===== src/rtl/i2c_bitsvc_pkg.sv =====
package i2c_bitsvc_pkg;
  // control-slot write bit positions
  localparam int CMD_CLR_DRDY  = 0;
  localparam int CMD_CLR_ARL   = 1;
  localparam int CMD_CLR_START = 2;
  localparam int CMD_CLR_STOP  = 3;
  localparam int CMD_CLR_XACT  = 4;
  localparam int CMD_RSTART    = 5;
  localparam int CMD_STOP      = 6;

  localparam int LINE_SCL = 0;
  localparam int LINE_SDA = 1;

  typedef enum logic [1:0] {
    TX_BIT    = 2'd0,
    TX_RSTART = 2'd1,
    TX_STOP   = 2'd2
  } tx_mode_e;
endpackage


===== src/rtl/bitsvc_sync.sv =====
module bitsvc_sync #(
  parameter int LINES  = 2,
  parameter int STAGES = 2
) (
  input  logic             clk,
  input  logic             rst_n,
  input  logic [LINES-1:0] din,
  output logic [LINES-1:0] lvl,
  output logic [LINES-1:0] rise,
  output logic [LINES-1:0] fall
);
  localparam int TOP = STAGES - 1;

  for (genvar i = 0; i < LINES; i++) begin : g_line
    logic [STAGES-1:0] chain_q;
    logic              prev_q;

    // idle bus is high: reset to 1 so release produces no edge
    always_ff @(posedge clk or negedge rst_n) begin
      if (!rst_n) begin
        chain_q <= '1;
        prev_q  <= 1'b1;
      end else begin
        chain_q <= {chain_q[STAGES-2:0], din[i]};
        prev_q  <= chain_q[TOP];
      end
    end

    assign lvl[i]  = chain_q[TOP];
    assign rise[i] = chain_q[TOP] & ~prev_q;
    assign fall[i] = ~chain_q[TOP] & prev_q;
  end
endmodule


===== src/rtl/bitsvc_flags.sv =====
module bitsvc_flags (
  input  logic clk,
  input  logic rst_n,
  input  logic clr_drdy,
  input  logic clr_arl,
  input  logic clr_start,
  input  logic clr_stop,
  input  logic clr_xact,
  input  logic xact_set,
  input  logic data_acc,
  input  logic data_rd,
  input  logic scl_lvl,
  input  logic scl_rise,
  input  logic sda_lvl,
  input  logic sda_rise,
  input  logic sda_fall,
  input  logic want_low,
  output logic drdy,
  output logic arl,
  output logic strt,
  output logic stp,
  output logic xact,
  output logic rx
);
  logic drdy_q, arl_q, strt_q, stp_q, xact_q, rx_q;
  logic drdy_d, arl_d, strt_d, stp_d, xact_d, rx_d;
  logic arl_set;

  always_comb begin
    arl_set = scl_rise & xact_q & ~want_low & ~sda_lvl;
    // set events take priority over host clears
    drdy_d  = scl_rise | (drdy_q & ~(clr_drdy | data_acc));
    rx_d    = scl_rise ? sda_lvl : rx_q;
    arl_d   = arl_set | (arl_q & ~clr_arl);
    strt_d  = (sda_fall & scl_lvl) | (strt_q & ~clr_start);
    stp_d   = (sda_rise & scl_lvl) | (stp_q & ~clr_stop);
    if (arl_set)                  xact_d = 1'b0;
    else if (xact_set)            xact_d = 1'b1;
    else if (data_rd | clr_xact)  xact_d = 1'b0;
    else                          xact_d = xact_q;
  end

  always_ff @(posedge clk or negedge rst_n) begin
    if (!rst_n) begin
      drdy_q <= 1'b0;
      arl_q  <= 1'b0;
      strt_q <= 1'b0;
      stp_q  <= 1'b0;
      xact_q <= 1'b0;
      rx_q   <= 1'b0;
    end else begin
      drdy_q <= drdy_d;
      arl_q  <= arl_d;
      strt_q <= strt_d;
      stp_q  <= stp_d;
      xact_q <= xact_d;
      rx_q   <= rx_d;
    end
  end

  assign drdy = drdy_q;
  assign arl  = arl_q;
  assign strt = strt_q;
  assign stp  = stp_q;
  assign xact = xact_q;
  assign rx   = rx_q;

  AST_DRDY_FROM_EDGE: assert property (@(posedge clk) disable iff (!rst_n)
    $rose(drdy_q) |-> $past(scl_rise));
  AST_ARL_DROPS_XACT: assert property (@(posedge clk) disable iff (!rst_n)
    $rose(arl_q) |-> !xact_q);
  AST_ARL_NEEDS_XACT: assert property (@(posedge clk) disable iff (!rst_n)
    $rose(arl_q) |-> $past(xact_q));
  AST_START_SCL_HIGH: assert property (@(posedge clk) disable iff (!rst_n)
    $rose(strt_q) |-> $past(scl_lvl));
  AST_STOP_SCL_HIGH: assert property (@(posedge clk) disable iff (!rst_n)
    $rose(stp_q) |-> $past(scl_lvl));
endmodule


===== src/rtl/bitsvc_drive.sv =====
module bitsvc_drive
  import i2c_bitsvc_pkg::*;
#(
  parameter int SETUP_CYC = 4
) (
  input  logic clk,
  input  logic rst_n,
  input  logic data_wr,
  input  logic data_bit,
  input  logic go_rstart,
  input  logic go_stop,
  input  logic scl_lvl,
  input  logic xact,
  input  logic pending,
  output logic want_low,
  output logic sda_pull,
  output logic scl_pull
);
  localparam int CNT_W = $clog2(SETUP_CYC + 1);
  localparam logic [CNT_W-1:0] CNT_SAT  = CNT_W'(SETUP_CYC);
  localparam logic [CNT_W-1:0] CNT_FIRE = CNT_W'(SETUP_CYC - 1);

  tx_mode_e         mode_q, mode_d;
  logic             tx_q, tx_d;
  logic             fired_q, fired_d;
  logic [CNT_W-1:0] cnt_q, cnt_d;
  logic             str_q, str_d;
  logic             new_cmd;

  always_comb begin
    new_cmd = data_wr | go_rstart | go_stop;

    if (go_stop)        mode_d = TX_STOP;
    else if (go_rstart) mode_d = TX_RSTART;
    else if (data_wr)   mode_d = TX_BIT;
    else                mode_d = mode_q;

    tx_d = data_wr ? data_bit : tx_q;

    // high-time counter, saturating
    if (!scl_lvl)              cnt_d = '0;
    else if (cnt_q != CNT_SAT) cnt_d = cnt_q + CNT_W'(1);
    else                       cnt_d = cnt_q;

    if (new_cmd)
      fired_d = 1'b0;
    else if (scl_lvl && cnt_q == CNT_FIRE && mode_q != TX_BIT)
      fired_d = 1'b1;
    else
      fired_d = fired_q;

    str_d = pending & (str_q | ~scl_lvl);

    unique case (mode_q)
      TX_RSTART: want_low = fired_q;
      TX_STOP:   want_low = ~fired_q;
      default:   want_low = ~tx_q;
    endcase
  end

  always_ff @(posedge clk or negedge rst_n) begin
    if (!rst_n) begin
      mode_q  <= TX_BIT;
      tx_q    <= 1'b1;
      fired_q <= 1'b0;
      cnt_q   <= '0;
      str_q   <= 1'b0;
    end else begin
      mode_q  <= mode_d;
      tx_q    <= tx_d;
      fired_q <= fired_d;
      cnt_q   <= cnt_d;
      str_q   <= str_d;
    end
  end

  assign sda_pull = xact & want_low;
  assign scl_pull = str_q;

  AST_STRETCH_NEEDS_FLAG: assert property (@(posedge clk) disable iff (!rst_n)
    scl_pull |-> $past(pending));
  AST_FIRE_IN_SCL_HIGH: assert property (@(posedge clk) disable iff (!rst_n)
    $rose(fired_q) |-> $past(scl_lvl));
  AST_NO_STRETCH_IDLE: assert property (@(posedge clk) disable iff (!rst_n)
    (!pending && !scl_pull) |=> !scl_pull);
endmodule


===== src/rtl/i2c_bitsvc.sv =====
module i2c_bitsvc
  import i2c_bitsvc_pkg::*;
#(
  parameter int SETUP_CYC  = 4,
  parameter int SYNC_STAGE = 2
) (
  input  logic       clk,
  input  logic       rst_n,
  input  logic       scl_in,
  input  logic       sda_in,
  input  logic       reg_wr,
  input  logic       reg_rd,
  input  logic       reg_sel,
  input  logic [7:0] wr_data,
  output logic [7:0] rd_data,
  output logic       attn,
  output logic       data_rdy,
  output logic       arb_lost,
  output logic       start_seen,
  output logic       stop_seen,
  output logic       rx_bit,
  output logic       xmit_act,
  output logic       scl_pull,
  output logic       sda_pull
);
  logic       rst_meta, rst_core_n;
  logic [1:0] l_lvl, l_rise, l_fall;
  logic       ctrl_wr, data_wr, data_rd, want_low;
  logic       unused_bits;

  always_ff @(posedge clk or negedge rst_n) begin
    if (!rst_n) begin
      rst_meta   <= 1'b0;
      rst_core_n <= 1'b0;
    end else begin
      rst_meta   <= 1'b1;
      rst_core_n <= rst_meta;
    end
  end

  bitsvc_sync #(.LINES(2), .STAGES(SYNC_STAGE)) u_sync (
    .clk (clk), .rst_n(rst_core_n),
    .din ({sda_in, scl_in}),
    .lvl (l_lvl), .rise(l_rise), .fall(l_fall)
  );

  assign ctrl_wr     = reg_wr & ~reg_sel;
  assign data_wr     = reg_wr & reg_sel;
  assign data_rd     = reg_rd & reg_sel;
  assign unused_bits = ^{wr_data[7], l_fall[LINE_SCL]};

  bitsvc_flags u_flags (
    .clk      (clk), .rst_n(rst_core_n),
    .clr_drdy (ctrl_wr & wr_data[CMD_CLR_DRDY]),
    .clr_arl  (ctrl_wr & wr_data[CMD_CLR_ARL]),
    .clr_start(ctrl_wr & wr_data[CMD_CLR_START]),
    .clr_stop (ctrl_wr & wr_data[CMD_CLR_STOP]),
    .clr_xact (ctrl_wr & wr_data[CMD_CLR_XACT]),
    .xact_set (data_wr | (ctrl_wr & (wr_data[CMD_RSTART] | wr_data[CMD_STOP]))),
    .data_acc (data_wr | data_rd),
    .data_rd  (data_rd),
    .scl_lvl  (l_lvl[LINE_SCL]),
    .scl_rise (l_rise[LINE_SCL]),
    .sda_lvl  (l_lvl[LINE_SDA]),
    .sda_rise (l_rise[LINE_SDA]),
    .sda_fall (l_fall[LINE_SDA]),
    .want_low (want_low),
    .drdy     (data_rdy), .arl(arb_lost), .strt(start_seen),
    .stp      (stop_seen), .xact(xmit_act), .rx(rx_bit)
  );

  assign attn = data_rdy | arb_lost | start_seen | stop_seen;

  bitsvc_drive #(.SETUP_CYC(SETUP_CYC)) u_drive (
    .clk      (clk), .rst_n(rst_core_n),
    .data_wr  (data_wr),
    .data_bit (wr_data[0]),
    .go_rstart(ctrl_wr & wr_data[CMD_RSTART]),
    .go_stop  (ctrl_wr & wr_data[CMD_STOP]),
    .scl_lvl  (l_lvl[LINE_SCL]),
    .xact     (xmit_act),
    .pending  (attn),
    .want_low (want_low),
    .sda_pull (sda_pull),
    .scl_pull (scl_pull)
  );

  always_comb begin
    if (reg_sel) rd_data = {7'b0, rx_bit};
    else         rd_data = {2'b0, xmit_act, attn, stop_seen, start_seen, arb_lost, data_rdy};
  end

  AST_SDA_ONLY_ACTIVE: assert property (@(posedge clk) disable iff (!rst_core_n)
    sda_pull |-> xmit_act);
endmodule


===== config.mk =====
export PLATFORM = sky130hd
export DESIGN_NAME = i2c_bitsvc
export DESIGN_NICKNAME = d
export VERILOG_FILES = /design/src/rtl/i2c_bitsvc_pkg.sv /design/src/rtl/bitsvc_sync.sv /design/src/rtl/bitsvc_flags.sv /design/src/rtl/bitsvc_drive.sv /design/src/rtl/i2c_bitsvc.sv
export SDC_FILE = /design/constraint.sdc
export NUM_CORES = 1
export LEC_CHECK = 0
export BUFFER_PORTS_ARGS = -buffer_cell sky130_fd_sc_hd__buf_2
export CELL_PAD_IN_SITES_DETAIL_PLACEMENT = 1
export CELL_PAD_IN_SITES_GLOBAL_PLACEMENT = 1
export CORE_ASPECT_RATIO = 1.2
export CORE_MARGIN = 2
export CORE_UTILIZATION = 34
export DETAILED_ROUTE_END_ITERATION = 7
export MAX_ROUTING_LAYER = met4
export PLACE_DENSITY_LB_ADDON = 0.1
export REMOVE_ABC_BUFFERS = 1
export SKIP_LAST_GASP = 1
export SYNTH_ARGS = -nofsm -noshare
export SYNTH_HDL_FRONTEND = slang
export SYNTH_SLANG_ARGS = --single-unit

===== constraint.sdc =====
create_clock -name clk -period 1.15 [get_ports clk]
set_clock_uncertainty 0.15 [all_clocks]
set_input_delay 0.115 -clock clk [delete_from_list [all_inputs] [get_ports clk]]
set_output_delay 0.115 -clock clk [all_outputs]
set_load 0.02 [all_outputs]

==> results of run 1 <==
==> routing by layer <==
metal	wire, µm	track usage [%]	part of all wire [%]
met1	1330	25.0	42
met3	87	3.55	2.7
met2	1710	31.9	54
met5	0	-	0
met4	54	5.77	1.7
==> final cells by class <==
class / count / area (µm²)
Clock buffer: 4 / 26.3
Fill cell: 297 / 975
Inverter: 9 / 40.0
Multi-Input combinational cell: 56 / 586
Sequential cell: 22 / 559
Tap cell: 34 / 42.5
Timing Repair Buffer: 67 / 583
==> flip-flops by register name, indices dropped and copies added (netlist names) <==
signal / flops
u_flags.stp: 1
u_flags.xact: 1
u_flags.arl: 1
u_drive.fired_q: 1
u_flags.strt: 1
u_drive.mode_q: 2
u_flags.drdy: 1
u_drive.cnt_q: 3
u_sync.g_line.prev_q: 2
u_drive.tx_q: 1
u_drive.scl_pull: 1
u_sync.g_line.chain_q: 4
rst_core_n: 1
u_flags.rx: 1
rst_meta: 1
==> per-stage QoR <==
step	hold WS [ps]	instance area (µm²)	util, %
floorplan	-331	982	-
finish	20.6	1840	65.3
detailed placement	-249	1270	45.2
CTS	26.4	1660	59.2
global route	10.3	1840	65.3
global placement	-250	1270	45.2
==> path summary, 6_finish.rpt <==
| kind | to | startpoint | cells past startpoint | slack (ps) |
|---|---|---|---|---|
| setup / recovery | sda_pull | u_drive.mode_q[0]$_DFFE_PN0P_ | 5 | -700 |
| min in group clk | u_drive.mode_q[0]$_DFFE_PN0P_ | reg_wr | 3 | 40 |
| hold / removal | u_drive.cnt_q[0]$_DFFE_PN0P_ | rst_core_n$_DFF_PN0_ | 1 | 20 |
| max in group asynchronous | rst_meta$_DFF_PN0_ | rst_n | 3 | 260 |
| setup reg to reg | u_flags.xact$_DFFE_PN0P_ | u_drive.mode_q[1]$_DFFE_PN0P_ | 8 | -660 |
| hold reg to reg | u_drive.cnt_q[0]$_DFFE_PN0P_ | rst_core_n$_DFF_PN0_ | 1 | 20 |
==> power breakdown <==
part | internal (W) | switching, W | total [W] | leakage (nW)
sequential | 0.000904 | 0.000116 | 0.00102 | 0.255
combinational | 0.000704 | 0.000542 | 0.00125 | 0.561
clock | 0.000135 | 0.000232 | 0.000368 | 0.0150
==> cell families after synthesis <==
logic type / after synthesis / synth area share, %
adders and majority gates: 6 / 7.46
xor gates and xnor gates: 1 / 0.871
buffers and inverters: 13 / 6.09
other: 2 / 0.747
and+or+nand+nor: 24 / 11.7
DFF: 22 / 55.6
muxes: 5 / 5.72
AOI/OAI and AO/OA: 17 / 11.8
==> placed cells by master (no fill, tap or decap), types with 2 or more instances in the layout <==
master,netlist,routed
nand3_1,2,2
o21a_1,2,2
o2bb2ai_2,0,2
nor2b_4,0,4
dlygate4sd3_1,0,12
buf_2,1,16
a21oi_2,0,2
a21oi_1,4,2
dfrtp_1,15,15
nand2_1,8,6
buf_4,3,15
conb_1,2,3
mux2i_4,0,2
nor2_1,5,4
clkbuf_4,0,3
dfstp_2,7,7
inv_2,0,6
nand2_2,0,2
ha_4,0,5
mux2_4,1,3
buf_6,0,24
==> timing repair <==
item	CTS	global route
endpoints found under the setup margin	24	27
endpoints found under the hold margin	10	0
hold buffers	12	0
gates resized for setup	49	34
pin swaps	6	7
setup buffers	8	7
==> flow_summary.toml, run 1 <==
[outcome]
status = "complete, but fails checks"
failed_checks = "negative setup slack"

[cts]
insertion_delay_ps = 310
cts_buffer_depth = 2
cts_buffers = 3
ctsRootBufferMaster = "clkbuf_4"
cts_tree = "yes"
cts.clk_slew.worst_paths_ps = 130
cts.sinks = 22
htree_levels = 1

[placed_design]
io_buffer_count = 28
post-place-ws_ps = -434
place_congestion = 0.777
place_hpwl_um = 1810
placed_cells = 163

[pwr]
powerDensity_mw_per_mm2 = 1430
ir_drop_mv = 0.930
leakagePower_nw = 0.832
p_total_w = 0.00263

[setup_path]
path_max_fanout = 2
critPathKind = "flip-flop to primary output"
crit_buf_inv = 2
cp-end-kind = "primary output"
slowest_stage = "dfrtp_1"
worstSetupStartpointType = "flip-flop"
arrival_ps = 1590
critPathMaxStageDelay_ps = 410
path_cells = "inv_2, ha_4, mux2i_4, and2_4, buf_6"
required_ps = 880
path_delay_family = "flip-flops"

[min_path]
hold_path.class = "flip-flop to async pin"

[layout]
diodes = 0
num-nets-final = 180
instances_no_fill = 192
areaGrowthSynthToFinish_pct = 82.6
drive_above_1_share_pct = 63.9

[die]
start_util_pct = 35.8
die_area_mm2 = 0.00341
rows = 21
pin_count = 32
die_w_um = 53.7
core_area_mm2 = 0.00281
die_h_um = 63.6

[logic_synthesis]
synthFlopType = "dfrtp_1"
syn-instance-count = 90
yosys-top-cells-count = "dfrtp_1, inv_1, nand2_1, dfstp_2, ha_1"
synth_area_leaders = "dfrtp_1, dfstp_2, ha_1, inv_1, nor2b_1"
ys_types = 29
synth_area_mm2 = 0.00101
synth.most_common_cell = "dfrtp_1"
ys_seq_area_share_pct = 55.6
netlist.area_leader.share_pct = 37.3
synth.largest_area_cell = "dfrtp_1"
synth_edf_count = 0
ys_warn_count = 0
ys_ff_latch = 22
async_flop_share_pct = 100
syn_area_per_cell_um2 = 11.2

[grt]
antenna_found_initial = 0
grt_pass1_vias = 985
grt_pass1_wl_um = 4690
grt_start_max_net_pins = 14
grt_remaining_overflow = 0
grt.total_usage_pct = 19.8

[detailed_routing]
wl_per_cell_um = 16.6
via_per_inst = 4.78
drt_pass1_iterations = 4
drtAntennaViolNets = 0
postRouteWirelength_um = 3180
route.detailed.drc = 0
drtIter0Drc = 10
vias = 918

[sta]
fin_setup_tns_ps = -5200
fin_crit_sh_pct = 161
finalHoldViolCount = 0
grt_setup_unrepaired = "yes"
maxSlewViolCount = 0
setup_viol = 23
min_period_ps = 1850
fin_ws_ps = -705
fmax_mhz = 539

[job]
cap_violations = 0
Power figures use the tool's default switching activity.
==> run 2: changes to the inputs <==
--- a/config.mk
+++ b/config.mk
@@ -10,7 +10,7 @@
 export CELL_PAD_IN_SITES_GLOBAL_PLACEMENT = 1
 export CORE_ASPECT_RATIO = 1.2
 export CORE_MARGIN = 2
-export CORE_UTILIZATION = 34
+export CORE_UTILIZATION = 23
 export DETAILED_ROUTE_END_ITERATION = 7
 export MAX_ROUTING_LAYER = met4
 export PLACE_DENSITY_LB_ADDON = 0.1
==> run 2 against run 1 <==
  * The run still ends with negative setup slack left
  * Routed wire length down 16%
  * Non-clock buffer count down 9
  * Combinational power down 11%
  * First-iteration DRC count up 110%
  * Worst setup slack better by 99 ps
  * Worst hold slack worse by 8.8 ps
  * Register-to-register slack better by 190 ps
  * Global-route usage down 8.2 points
  * Critical endpoint unchanged
==> flow_summary.toml, run 2 (same netlist as run 1, synthesis figures left out) <==
[layout]
largest_reg_flops = 4
top_regs = "u_sync.g_line.chain_q (4), u_drive.cnt_q (3)"
layout_commonest_cell = "buf_6"
num-nets-final = 171
top_register = "u_sync.g_line.chain_q"
stdcell_area_mm2 = 0.00170
drive_above_1_share_pct = 57.0
diodes = 0
areaGrowthSynthToFinish_pct = 69.3
final_util_pct = 40.3
final_cell_mix = "buf_6, buf_2, buf_4"

[die]
die_h_um = 76.4
start_util_pct = 23.8
die_area_mm2 = 0.00492
rows = 26
core_area_mm2 = 0.00423
die_w_um = 64.4
pin_count = 32

[sta]
min_period_ps = 1760
fin_ws_ps = -606
fmax_mhz = 569
grt_setup_unrepaired = "yes"
fin_crit_sh_pct = 153
fin_setup_tns_ps = -3780
maxSlewViolCount = 0
hold_ws_ps = 11.8
finalHoldViolCount = 0
setup_viol = 19

[grt]
grt_pass1_vias = 940
grt.total_usage_pct = 11.6
grt_start_max_net_pins = 14
grt_remaining_overflow = 0
antenna_found_initial = 0
grt_pass1_wl_um = 4280

[setup_path]
critPathKind = "flip-flop to primary output"
path_max_fanout = 3
required_ps = 880
cp-end-kind = "primary output"
worstSetupStartpointType = "flip-flop"
arrival_ps = 1490

[cts]
cts_buffer_depth = 2
insertion_delay_ps = 270
cts_tree = "yes"
cts.sinks = 22
cts_buffers = 3
ctsRootBufferMaster = "clkbuf_8"
cts.clk_slew.worst_paths_ps = 90
htree_levels = 1

[detailed_routing]
drtAntennaViolNets = 0
vias = 855
drtIter0Drc = 21
via_per_inst = 4.17
postRouteWirelength_um = 2670
route.detailed.drc = 0
wl_per_cell_um = 13.0
drt_pass1_iterations = 4

[outcome]
status = "complete, but fails checks"
failed_checks = "negative setup slack"

[pwr]
powerDensity_mw_per_mm2 = 1540
ir_drop_mv = 0.544
leakagePower_nw = 0.780

[min_path]
hold_path.class = "input pin to flip-flop"

[placed_design]
place_hpwl_um = 1940
io_buffer_count = 28
place_congestion = 0.692
placed_area_mm2 = 0.00130

[job]
cap_violations = 0
## run 2: changes by cell type in the layout (fill, tap and decap cells not counted), moves of 2 or more
cell / change
buf_6: -7
clkbuf_4: -3
clkbuf_8: +3
dlygate4sd3_1: -3
ha_1: +2
ha_4: -2
inv_1: +3
inv_2: -2
mux2i_4: -2
## run 2: metrics by stage
stage               worst slack [ps]  power (W)  cells
floorplan                       -286    0.00138     87
global placement                -364    0.00166    185
detailed placement              -389    0.00168    185
CTS                             -625    0.00248    203
global route                    -665    0.00280    205
finish                          -606    0.00263    205
## run 2: repair_timing
action | in CTS | in global routing
gates resized for setup | 42 | 18
setup buffers | 5 | 2
pin swaps | 8 | 4
endpoints found under the hold margin | 9 | 0
hold buffers | 9 | 0
endpoints found under the setup margin | 20 | 22
## run 2: layout make-up
class | instances | area [µm²]
Fill cell | 490 | 2530
Sequential cell | 22 | 559
Multi-Input combinational cell | 56 | 510
Timing Repair Buffer | 58 | 482
Tap cell | 56 | 70.1
Clock buffer | 4 | 45.0
Inverter | 9 | 36.3
## run 2: path summary, 6_finish.rpt
check                                         startpoint                       endpoint  slack [ps]  depth (start not counted)
max                        u_drive.mode_q[0]$_DFFE_PN0P_                       sda_pull        -610                          5
max in group asynchronous                          rst_n             rst_meta$_DFF_PN0_         210                          3
min reg2reg                         rst_core_n$_DFF_PN0_   u_drive.cnt_q[0]$_DFFE_PN0P_          20                          1
max reg2reg                u_drive.mode_q[0]$_DFFE_PN0P_       u_flags.xact$_DFFE_PN0P_        -470                          7
min                                           wr_data[5]  u_drive.mode_q[0]$_DFFE_PN0P_          10                          3
min in group asynchronous           rst_core_n$_DFF_PN0_   u_drive.cnt_q[0]$_DFFE_PN0P_          20                          1
## run 2: worst max-delay path, stage by stage (launching register included)
cell and delay, ps:
dfrtp_1 400, inv_2 70, ha_4 260, mux2i_2 210, and2_1 160, buf_6 110
## run 2: power breakdown
part           total (W)  internal [W]  switching (W)
combinational    0.00111      0.000621       0.000487
sequential       0.00102      0.000904       0.000114
clock           0.000504      0.000247       0.000257
## run 2: per-layer routing
| metal | global-route usage (%) | part of all wire (%) | up-vias |
|---|---|---|---|
| met5 | - | 0 | - |
| met4 | 5.74 | 2.0 | 0 |
| met3 | 2.36 | 4.9 | 5 |
| met2 | 18.9 | 48 | 24 |
| met1 | 13.4 | 45 | 414 |
| li1 | - | - | 412 |
==> run 3: changes to the inputs <==
--- a/config.mk
+++ b/config.mk
@@ -12,6 +12,7 @@
 export CORE_MARGIN = 2
 export CORE_UTILIZATION = 23
 export DETAILED_ROUTE_END_ITERATION = 7
+export GPL_TIMING_DRIVEN = 0
 export MAX_ROUTING_LAYER = met4
 export PLACE_DENSITY_LB_ADDON = 0.1
 export REMOVE_ABC_BUFFERS = 1
==> run 3 against run 2 <==
  * Largest cell class unchanged
  * Critical endpoint unchanged
  * Routed wire length fell by 5.3%
  * Sequential share of layout area rose by 0.69 points
  * Combinational power shrank 7%
  * Via count is 2.3% lower
  * Clock power rose by 7.5%
  * Count of clock-buffer cells in the layout unchanged
  * The flow still finishes with violations (negative setup slack)
==> flow_summary.toml, run 3 (same netlist as run 1, synthesis figures left out) <==
[cts]
cts_buffers = 3
ctsRootBufferMaster = "clkbuf_8"
cts.clk_slew.worst_paths_ps = 80
cts_buffer_depth = 2
cts.sinks = 22
cts_tree = "yes"
htree_levels = 1
insertion_delay_ps = 260

[detailed_routing]
drt_pass1_iterations = 3
via_per_inst = 4.18
wl_per_cell_um = 12.7
drtAntennaViolNets = 0
vias = 835
postRouteWirelength_um = 2530
drtIter0Drc = 14
route.detailed.drc = 0

[job]
cap_violations = 0

[grt]
use_met2_pct = 17.6
grt_pass1_wl_um = 4170
busiest_layer = "met2"
grt_pass1_vias = 919
grt_start_max_net_pins = 21
grt_remaining_overflow = 0
grt.total_usage_pct = 10.9
grt.met1_usage_pct = 13.8
antenna_found_initial = 0
gr-usage-met3_pct = 2.22

[sta]
grt_setup_unrepaired = "yes"
min_period_ps = 1760
finalHoldViolCount = 0
fin_crit_sh_pct = 153
setup_viol = 17
fin_ws_ps = -615
maxSlewViolCount = 0
fmax_mhz = 567

[setup_path]
path_delay_family = "flip-flops"
cp-end-kind = "primary output"
path_cells = "inv_2, ha_4, mux2i_2, and2_1, buf_6"
arrival_ps = 1500
crit_buf_inv = 2
critPathKind = "flip-flop to primary output"
path_max_fanout = 3
critPathMaxStageDelay_ps = 390
worstSetupStartpointType = "flip-flop"
slowest_stage = "dfrtp_1"
required_ps = 880

[die]
core_area_mm2 = 0.00423
die_w_um = 64.4
start_util_pct = 23.8
rows = 26
die_h_um = 76.4
die_area_mm2 = 0.00492
pin_count = 32

[pwr]
p_total_w = 0.00262
powerDensity_mw_per_mm2 = 1550
ir_drop_mv = 0.514
leakagePower_nw = 0.764

[layout]
num-nets-final = 166
areaGrowthSynthToFinish_pct = 67.7
instances_no_fill = 200
diodes = 0
final_cell_mix = "buf_2, buf_6, buf_4, dfrtp_1, dlygate4sd3_1"
top_regs = "u_sync.g_line.chain_q (4), u_drive.cnt_q (3)"
largest_reg_flops = 4
top_register = "u_sync.g_line.chain_q"
drive_above_1_share_pct = 59.7

[min_path]
hold_path.class = "input pin to flip-flop"

[placed_design]
placed_cells = 171
io_buffer_count = 28
place_congestion = 0.672
post-place-ws_ps = -503
place_hpwl_um = 1680

[outcome]
status = "complete, but fails checks"
failed_checks = "negative setup slack"
==> run 3: cell types whose count changed in the layout (fill, tap and decap cells not counted), sizes merged <==
cell	before	now
buf	49	44
==> run 3: path summary, 6_finish.rpt <==
| path | cells past startpoint | endpoint | slack, ps | from |
|---|---|---|---|---|
| max reg2reg | 7 | u_flags.xact$_DFFE_PN0P_ | -450 | u_drive.mode_q[0]$_DFFE_PN0P_ |
| min | 3 | u_drive.mode_q[0]$_DFFE_PN0P_ | 5 | wr_data[5] |
| min in group asynchronous | 0 | u_drive.cnt_q[0]$_DFFE_PN0P_ | 70 | rst_core_n$_DFF_PN0_ |
| max | 5 | sda_pull | -610 | u_drive.mode_q[0]$_DFFE_PN0P_ |
| min reg2reg | 0 | u_drive.cnt_q[0]$_DFFE_PN0P_ | 70 | rst_core_n$_DFF_PN0_ |
| max in group asynchronous | 3 | rst_core_n$_DFF_PN0_ | 190 | rst_n |
==> run 3: cell type report <==
| type | count | area, µm² |
|---|---|---|
| Fill cell | 469 | 2540 |
| Sequential cell | 22 | 566 |
| Multi-Input combinational cell | 56 | 520 |
| Timing Repair Buffer | 53 | 442 |
| Tap cell | 56 | 70.1 |
| Clock buffer | 4 | 55.1 |
| Inverter | 9 | 33.8 |
==> run 3: metrics by stage <==
stage / TNS, ps / hold WS, ps / area, µm² / utilization [%]
floorplan: -1160 / -331 / 982 / -
global placement: -2430 / -250 / 1190 / 28.2
detailed placement: -2520 / -248 / 1190 / 28.2
CTS: -3630 / 5.46 / 1500 / 35.4
global route: -4960 / 55.8 / 1690 / 39.9
finish: -4040 / 5.39 / 1690 / 39.9
==> run 3: metal layers <==
layer	vias to the layer above	share of wire [%]
met1	413	45
li1	399	-
met4	0	0.63
met3	2	4.0
met2	21	51
met5	-	0
==> run 3: worst min-delay path, delay by kind of cell <==
family,cells,cell delay (ps)
buf+inv,1,100
simple gates,1,100
compound gates,1,60
==> run 3: timing repair <==
| item | in CTS | in global routing |
|---|---|---|
| endpoints found under the setup margin | 16 | 30 |
| buffers inserted | 8 | 8 |
| hold buffers | 8 | 1 |
| pin swaps | 8 | 4 |
| endpoints found under the hold margin | 9 | 2 |
| resized for setup | 27 | 39 |
| cloned | 0 | 0 |
==> run 3: power by group <==
group          leakage (nW)  switching (W)  internal (W)
logic                 0.485       0.000441      0.000591
clock network        0.0288       0.000237      0.000305
registers             0.250       0.000138      0.000909
